==> src/rtl/rx_ring_dma.sv <==
module rx_ring_dma #(
  parameter int AW = 32,
  parameter int BW = 12,
  parameter int IW = 4
) (
  input  logic          clk,
  input  logic          rst_n,
  input  logic          run,
  input  logic          poll,
  input  logic          stamp_en,
  input  logic [AW-1:0] ring_base,
  input  logic [IW-1:0] ring_last,
  input  logic          clr_rx_int,
  input  logic          clr_buf_unavail,
  input  logic          fifo_valid,
  input  logic [31:0]   fifo_data,
  input  logic          fifo_last,
  input  logic          fifo_ts_ok,
  input  logic [63:0]   fifo_ts,
  output logic          fifo_ready,
  output logic          mem_req,
  output logic          mem_we,
  output logic [AW-1:0] mem_addr,
  output logic [31:0]   mem_wdata,
  input  logic          mem_ack,
  input  logic [31:0]   mem_rdata,
  output logic          rx_int,
  output logic          buf_unavail,
  output logic [1:0]    proc_state
);

  typedef enum logic [3:0] {
    S_STOP, S_RD0, S_RD1, S_RD2, S_IDLE, S_DATA, S_TS0, S_TS1, S_WST, S_SUSP
  } st_t;

  st_t           st;
  logic [IW-1:0] idx;
  logic [BW-1:0] cap, cnt;
  logic [AW-1:0] bptr;
  logic          first_q, last_q, mid_q, irq_pend, vld_q, ok_q;
  logic [63:0]   ts_q;
  logic [31:0]   stat_w;

  wire [AW-1:0] dbase = ring_base + AW'({idx, 4'b0000});
  wire          full  = (cnt == cap);

  always_comb begin
    stat_w            = '0;
    stat_w[16 +: BW]  = cnt;
    stat_w[9]         = first_q;
    stat_w[8]         = last_q;
  end

  always_comb begin
    mem_req   = 1'b0;
    mem_we    = 1'b0;
    mem_addr  = dbase;
    mem_wdata = '0;
    case (st)
      S_RD0: mem_req = 1'b1;
      S_RD1: begin mem_req = 1'b1; mem_addr = dbase + AW'(4); end
      S_RD2: begin mem_req = 1'b1; mem_addr = dbase + AW'(8); end
      S_DATA: begin
        mem_req   = fifo_valid && !full;
        mem_we    = 1'b1;
        mem_addr  = bptr + AW'({cnt, 2'b00});
        mem_wdata = fifo_data;
      end
      S_TS0: begin
        mem_req = 1'b1; mem_we = 1'b1; mem_addr = dbase + AW'(8);
        mem_wdata = ok_q ? ts_q[31:0] : '1;
      end
      S_TS1: begin
        mem_req = 1'b1; mem_we = 1'b1; mem_addr = dbase + AW'(12);
        mem_wdata = ok_q ? ts_q[63:32] : '1;
      end
      S_WST: begin mem_req = 1'b1; mem_we = 1'b1; mem_wdata = stat_w; end
      default: ;
    endcase
  end

  assign fifo_ready = (st == S_DATA) && mem_ack && !full;
  assign proc_state = (st == S_STOP) ? 2'b00 : (st == S_SUSP) ? 2'b10 : 2'b01;

  always_ff @(posedge clk or negedge rst_n) begin
    if (!rst_n) begin
      st          <= S_STOP;
      idx         <= '0;
      cap         <= '0;
      cnt         <= '0;
      bptr        <= '0;
      first_q     <= 1'b0;
      last_q      <= 1'b0;
      mid_q       <= 1'b0;
      irq_pend    <= 1'b0;
      vld_q       <= 1'b0;
      ok_q        <= 1'b0;
      ts_q        <= '0;
      rx_int      <= 1'b0;
      buf_unavail <= 1'b0;
    end else begin
      vld_q <= fifo_valid;
      if (clr_rx_int)      rx_int      <= 1'b0;
      if (clr_buf_unavail) buf_unavail <= 1'b0;
      case (st)
        S_STOP: if (run) st <= S_RD0;
        S_RD0: if (mem_ack) begin
          if (irq_pend) begin
            rx_int   <= 1'b1;
            irq_pend <= 1'b0;
          end
          if (mem_rdata[31]) st <= S_RD1;
          else begin
            buf_unavail <= 1'b1;
            st          <= S_SUSP;
          end
        end
        S_RD1: if (mem_ack) begin
          cap <= mem_rdata[BW-1:0];
          st  <= S_RD2;
        end
        S_RD2: if (mem_ack) begin
          bptr <= AW'(mem_rdata);
          cnt  <= '0;
          st   <= mid_q ? S_DATA : S_IDLE;
        end
        S_IDLE: begin
          if (!run) st <= S_STOP;
          else if (fifo_valid) begin
            first_q <= 1'b1;
            st      <= S_DATA;
          end
        end
        S_DATA: begin
          if (full) begin
            last_q <= 1'b0;
            st     <= S_WST;
          end else if (mem_ack) begin
            cnt <= cnt + 1'b1;
            if (fifo_last) begin
              last_q <= 1'b1;
              ok_q   <= fifo_ts_ok;
              ts_q   <= fifo_ts;
              st     <= stamp_en ? S_TS0 : S_WST;
            end
          end
        end
        S_TS0: if (mem_ack) st <= S_TS1;
        S_TS1: if (mem_ack) st <= S_WST;
        S_WST: if (mem_ack) begin
          idx      <= (idx == ring_last) ? '0 : idx + 1'b1;
          first_q  <= 1'b0;
          mid_q    <= !last_q;
          irq_pend <= last_q;
          st       <= S_RD0;
        end
        S_SUSP: begin
          if (poll || (!mid_q && fifo_valid && !vld_q)) st <= S_RD0;
          else if (!mid_q && !run) st <= S_STOP;
        end
        default: st <= S_STOP;
      endcase
    end
  end

endmodule

==> config.mk <==
export PLATFORM = sky130hd
export DESIGN_NAME = rx_ring_dma
export DESIGN_NICKNAME = d
export VERILOG_FILES = /design/src/rtl/rx_ring_dma.sv
export SDC_FILE = /design/constraint.sdc
export NUM_CORES = 1
export LEC_CHECK = 0
export ABC_AREA = 1
export BUFFER_PORTS_ARGS = -buffer_cell sky130_fd_sc_hd__buf_2
export CORE_MARGIN = 1
export CORE_UTILIZATION = 55
export DETAILED_ROUTE_END_ITERATION = 12
export GPL_TIMING_DRIVEN = 0
export PLACE_DENSITY = 0.82
export SLEW_MARGIN = 20
export SYNTH_ARGS = -nofsm -noshare
export SYNTH_HDL_FRONTEND = slang
export SYNTH_SLANG_ARGS = --single-unit
==> constraint.sdc <==
create_clock -name clk -period 5.85 [get_ports clk]
set_input_delay 0.2925 -clock clk [delete_from_list [all_inputs] [get_ports clk]]
set_output_delay 0.2925 -clock clk [all_outputs]
set_load 0.02 [all_outputs]
# Word level (Yosys, flattened, before mapping)
# Cells that the tools add are included.
op_classes:
  n_addsub: 7
  mul: 0
  div_mod_pow: 0
  n_lt_le_gt_ge: 0
  eq_ne: 26
  shifts: 0
  muxes: 48
  bitwise: 1
  reduce_logical: 30
ops:
  columns: ["operator", "n"]
  rows:
  - ["32-bit one-hot mux with 4 select lines", 2]
  - ["4-bit two-way mux", 17]
  - ["32-bit by 4-bit adder with 32-bit output, second input constant", 2]
  - ["32-bit two-way mux", 2]
  - ["4-bit one-hot mux with 10 select lines", 1]
  - ["12-bit two-way mux", 3]
  - ["32-bit by 14-bit adder with 32-bit output", 1]
  - ["32-bit by 3-bit adder with 32-bit output, second input constant", 1]
  - ["32-bit by 8-bit adder with 32-bit output", 1]
  - ["12-bit one-hot mux with 2 select lines", 1]
  - ["2-bit != test, second input constant", 11]
  - ["1-bit two-way mux", 17]
  - ["4-bit by 3-bit equality test with 1-bit output, second input constant", 4]
  - ["12-bit by 1-bit adder with 12-bit output, second input constant", 1]
  - ["12-bit equality test", 1]
  - ["4-bit AND reduction", 3]
  - ["11-bit AND reduction", 1]
  - ["2-bit nonzero test", 5]
  - ["3-bit != test, second input constant", 3]
  - ["4-bit by 2-bit equality test with 1-bit output, second input constant", 2]
  - ["4-bit equality test, second input constant", 2]
  - ["1-bit logical AND", 6]
  - ["1-bit one-hot mux with 2 select lines", 3]
  - ["2-bit AND reduction", 3]
  - ["other kinds (13)", 19]
word_totals:
  register_bits: 136
  latchBits: 0
  mem_bits_rw: 0
  rom_bits: 0
  in_bits: 175
  output_inout_bits: 71
  wordCells: 126
  mem_count: 0

# Longest topological paths before layout
logic_depth:
  word_depth: 6
  mapped_depth: 20
  ltp_nobuf: 20

# Worst setup path after synthesis
# No wires, ideal clock.
synth_timing:
  path_type: "register -> output"
  start: "reg idx[0]"
  end: "out mem_addr[8]"
  arrival_ns: 2.675
  required_time_ns: 5.558
  slack_ns: 2.882
  stages_incl_launch_ff: 11
  n_path_buf: 0
  cell_sequence: "dfrtp_1 ha_1 inv_1 fa_1 inv_1 nand2_1 nor2_1 inv_1 o22ai_1 inv_1 o311ai_0"
synth_between:
  elab_chain_cells: 3
  elab_cells_between_ends: 5
  classes_between: "add/sub: 4; mux: 1"
synth_lines:
  columns: ["element", "line", "rtl"]
  rows:
  - ["start, declared", "37", "logic [IW-1:0] idx;"]
  - ["start signal, assigned", "151", "idx <= (idx == ring_last) ? '0 : idx + 1'b1;"]
  - ["32-bit by 8-bit adder with 32-bit output *", "44", "wire [AW-1:0] dbase = ring_base + AW'({idx, 4'b0000});"]
  - ["32-bit by 4-bit adder with 32-bit output (tied with other cells)", "74", "mem_req = 1'b1; mem_we = 1'b1; mem_addr = dbase + AW'(12);"]
  - ["32-bit one-hot mux with 4 select lines *", "59", "case (st)"]
  - ["end, declared", "23", "output logic [AW-1:0] mem_addr,"]
# Mark *: on every way between the ends. The rest lies on a longest branch, timed or not.

# Final worst setup path
layout_timing:
  start: "reg st[2]"
  end: "out mem_addr[15]"
layout_between:
  elab_chain_cells: 3
  elab_cells_between_ends: 7
  classes_between: "eq/ne: 5; mux: 1; reduce/logical: 1"
layout_lines:
  columns: ["element", "line", "rtl"]
  rows:
  - ["start, declared", "36", "st_t st;"]
  - ["start signal, assigned", "125", "st <= mid_q ? S_DATA : S_IDLE;"]
  - ["start signal, assigned", "144", "st <= stamp_en ? S_TS0 : S_WST;"]
  - ["4-bit by 3-bit equality test with 1-bit output / 4-bit by 2-bit equality test with 1-bit output (equally long branches)", "59", null]
  - ["2-bit OR reduction (no source line)", null, null]
  - ["32-bit one-hot mux with 4 select lines *", "59", null]
# Marked as above.

==> impl_metrics.env <==
export IMPL_synth_seq_cells=136
export IMPL_holdWs_ns=0.0114
export IMPL_worstSkewPairLatency_ns=0.45
export IMPL_path_class="flop to output port"
export IMPL_worstMarginPinSlew_ns=0.727
export IMPL_hold_class="input pin to flop"
export IMPL_area_growth_pct=20.4
export IMPL_r2r_slack_ns=3.33
export IMPL_start_util_pct=57.0
export IMPL_ir_drop_mv=0.241
export IMPL_syn_instance_count=1575
export IMPL_clock_path_buffers=2
export IMPL_slowest_stage="clkbuf_1"
export IMPL_required_ns=5.56
export IMPL_core_area_um2=18200
export IMPL_async_flop_share_pct=100
export IMPL_max_freq_mhz=247
export IMPL_grt_usage_pct=37.5
export IMPL_diodes=0
export IMPL_status="finished clean"
export IMPL_worstHoldStart="fifo_valid"
export IMPL_netlist_area_um2=10400
export IMPL_finalCriticalPeriod_ns=4.05
export IMPL_die_h_um=139
export IMPL_drt_iter0_markers=1044
export IMPL_synth_commonest_cells="464 x nand2_1, 183 x nand3_1, 154 x inv_1, 136 x dfrtp_1, 134 x nor2_1"
export IMPL_drt_wl_total_um=35900
export IMPL_drt_antenna_violating_nets=0
export IMPL_synth_most_common_cell="nand2_1"
export IMPL_globalRouteOverflowTotal=0
export IMPL_drc=0
export IMPL_arrival_ns=3.76
export IMPL_rows=49
export IMPL_final_nets=2039
export IMPL_first_pass_iters=6
export IMPL_pwr_density_cell_nw_per_um2=417
export IMPL_cp_end_kind="output port"
export IMPL_cts_root_buf="clkbuf_16"
export IMPL_cts_clk_slew_worst_paths_ns=0.07
export IMPL_hpwl_um=28200
export IMPL_worstHoldPathCells=1
export IMPL_finalHoldViolCount=0
export IMPL_drive_gt1_share_pct=20.9
export IMPL_finalCritPeriodShare_pct=69.2
export IMPL_min_to="vld_q"
export IMPL_p_leak_nw=6.51
export IMPL_yosysTopAreaCellShare_pct=32.8
export IMPL_fin_setup_tns_ns=0
export IMPL_fin_skew_ns=0.0179
export IMPL_synthesis_nets=1773
export IMPL_yosysSeqAreaShare_pct=32.8
export IMPL_wire_per_inst_um=17.2
export IMPL_worstPathCellList="inv_2 -> nor2_1 -> inv_2 -> nor2_4 -> clkbuf_1 -> ha_1 -> nand2_1 -> inv_1 -> o21ai_0 -> o22ai_4 -> nand2_2 -> nor2_1 -> nand2_1 -> inv_2 -> nand3_1 -> o311ai_0 -> buf_2"
export IMPL_cts_setup_buffers=0
export IMPL_ios=246
export IMPL_grt_pass1_wl_um=57000
export IMPL_maxCapViolCount=0
export IMPL_ys_warn_count=0
export IMPL_cts_buffers=17
export IMPL_worst_r2r_endpoint="ts_q[45]"
export IMPL_grt_pass1_vias=11200
export IMPL_finalSetupViolations=0
export IMPL_antenna_found_initial=3
export IMPL_avgSynthCellArea_um2=6.59
export IMPL_crit_top_cell="inv_2"
export IMPL_htreeDepth=4
export IMPL_synth_distinct_cells=46
export IMPL_finalMaxSlewViolations=0
export IMPL_die_area_um2=19400
export IMPL_cts_tree="built"
export IMPL_portBuffers=245
export IMPL_finalWeightedCongestion=1.02
export IMPL_grt_max_degree=77
export IMPL_die_w_um=139
export IMPL_synth_area_leaders="dfrtp_1 33%, nand2_1 17%, nand3_1 8.8%"
export IMPL_via_per_inst=5.71
export IMPL_synth_enable_flop_cells=0
export IMPL_clock_sinks=136
export IMPL_max_slew_margin_pct=51.5
export IMPL_slowest_delay_ns=0.48
export IMPL_startpoint_type="flop"
export IMPL_via_count=11900
export IMPL_yosys_most_used_dff="dfrtp_1"
export IMPL_path_max_fanout=11
export IMPL_ff2ff_path_depth=11
export IMPL_rsz0062_at_grt="no"
export IMPL_yosysTopAreaCell="dfrtp_1"
export IMPL_r2r_start="cnt[9]"
-- routing by layer --
layer	vias up	part of all wire, %	track usage [%]
met5	-	0.075	0
met4	4	3.4	15.3
met3	89	8.0	6.37
met2	630	48	64.4
met1	5462	40	46.8
li1	5714	-	-
-- worst max-delay path: cells and delay by family (launching register included) --
| family | cells | cell delay [ns] |
|---|---|---|
| AOI/OAI and AO/OA | 3 | 0.79 |
| adders and majority gates | 1 | 0.34 |
| buffers and inverters | 6 | 0.97 |
| DFF | 1 | 0.42 |
| and+or+nand+nor | 7 | 0.81 |
-- layout make-up --
class / count / area (um^2)
Clock buffer: 18 / 439
Sequential cell: 136 / 3400
Multi-Input combinational cell: 1214 / 6110
Clock inverter: 14 / 123
Fill cell: 1656 / 5700
Inverter: 166 / 623
Timing Repair Buffer: 247 / 1270
Buffer: 59 / 243
Tap cell: 229 / 287
-- worst max-delay path by stage --
| stage | from | cells after the start | to | slack, ns |
|---|---|---|---|---|
| finish | st[2] | 17 | mem_addr[15] | 1.80 |
| global route | st[2] | 17 | mem_addr[15] | 1.52 |
| CTS | st[2] | 17 | mem_addr[15] | 1.91 |
| detailed placement | st[2] | 13 | mem_addr[8] | 2.37 |
| global placement | st[2] | 13 | mem_addr[8] | 2.35 |
| floorplan | idx[0] | 10 | mem_addr[8] | 2.88 |
-- where the power goes --
part / total [mW] / internal, mW / switching [mW] / leakage (nW)
registers: 1.66 / 1.33 / 0.336 / 1.74
clock network: 1.07 / 0.573 / 0.495 / 0.283
logic: 2.48 / 0.834 / 1.65 / 4.49
total: 5.22 / 2.74 / 2.48 / 6.51
-- flip-flops by register name (all words and copies together), names as in the netlist, 4 cells and up --
name,flops
idx,4
bptr,32
ts_q,64
cap,12
st,4
cnt,12
-- what timing repair did --
action / CTS / global route
hold endpoints to repair: 60 / 0
resized for setup: 0 / 0
hold buffers: 1 / 0
-- layout by cell type (no fill, tap or decap), types with 8 or more instances in the layout --
cell type,instances
xnor2_1,13
nor3_1,15
nand3_1,183
o21ai_1,13
nand2_2,27
o211ai_1,11
nand2_1,464
dfrtp_1,136
clkbuf_1,38
nor4_1,8
nand4_1,34
inv_2,11
inv_6,9
ha_1,20
o2111ai_1,11
xor2_1,21
nor2_2,16
a21oi_1,48
mux2_2,10
o21ai_0,123
inv_1,154
buf_2,258
clkbuf_16,17
nor2_1,134
nor2_4,12
-- per-stage QoR --
stage	utilization, %	setup slack (ns)	cells	instance area, um^2	total power [mW]
floorplan	-	2.88	1575	10400	3.29
global placement	65.3	2.35	2049	11900	4.03
detailed placement	65.5	2.37	2050	11900	4.09
CTS	68.7	1.91	2083	12500	5.17
global route	68.7	1.52	2083	12500	5.56
finish	68.7	1.80	2083	12500	5.22
-- cell families (layout without fill, tap and decap cells) --
family / after synthesis / after routing / share of synthesized area (%)
XOR/XNOR: 34 / 34 / 2.87
multiplexers: 10 / 10 / 1.08
AO/OA/AOI/OAI: 232 / 232 / 12.6
flip-flops: 136 / 136 / 32.8
adder cells (fa/ha/maj): 23 / 23 / 2.99
AND/OR/NAND/NOR: 915 / 915 / 39.4
buffers and inverters: 225 / 504 / 8.34
(Power assumes the default switching activity.)
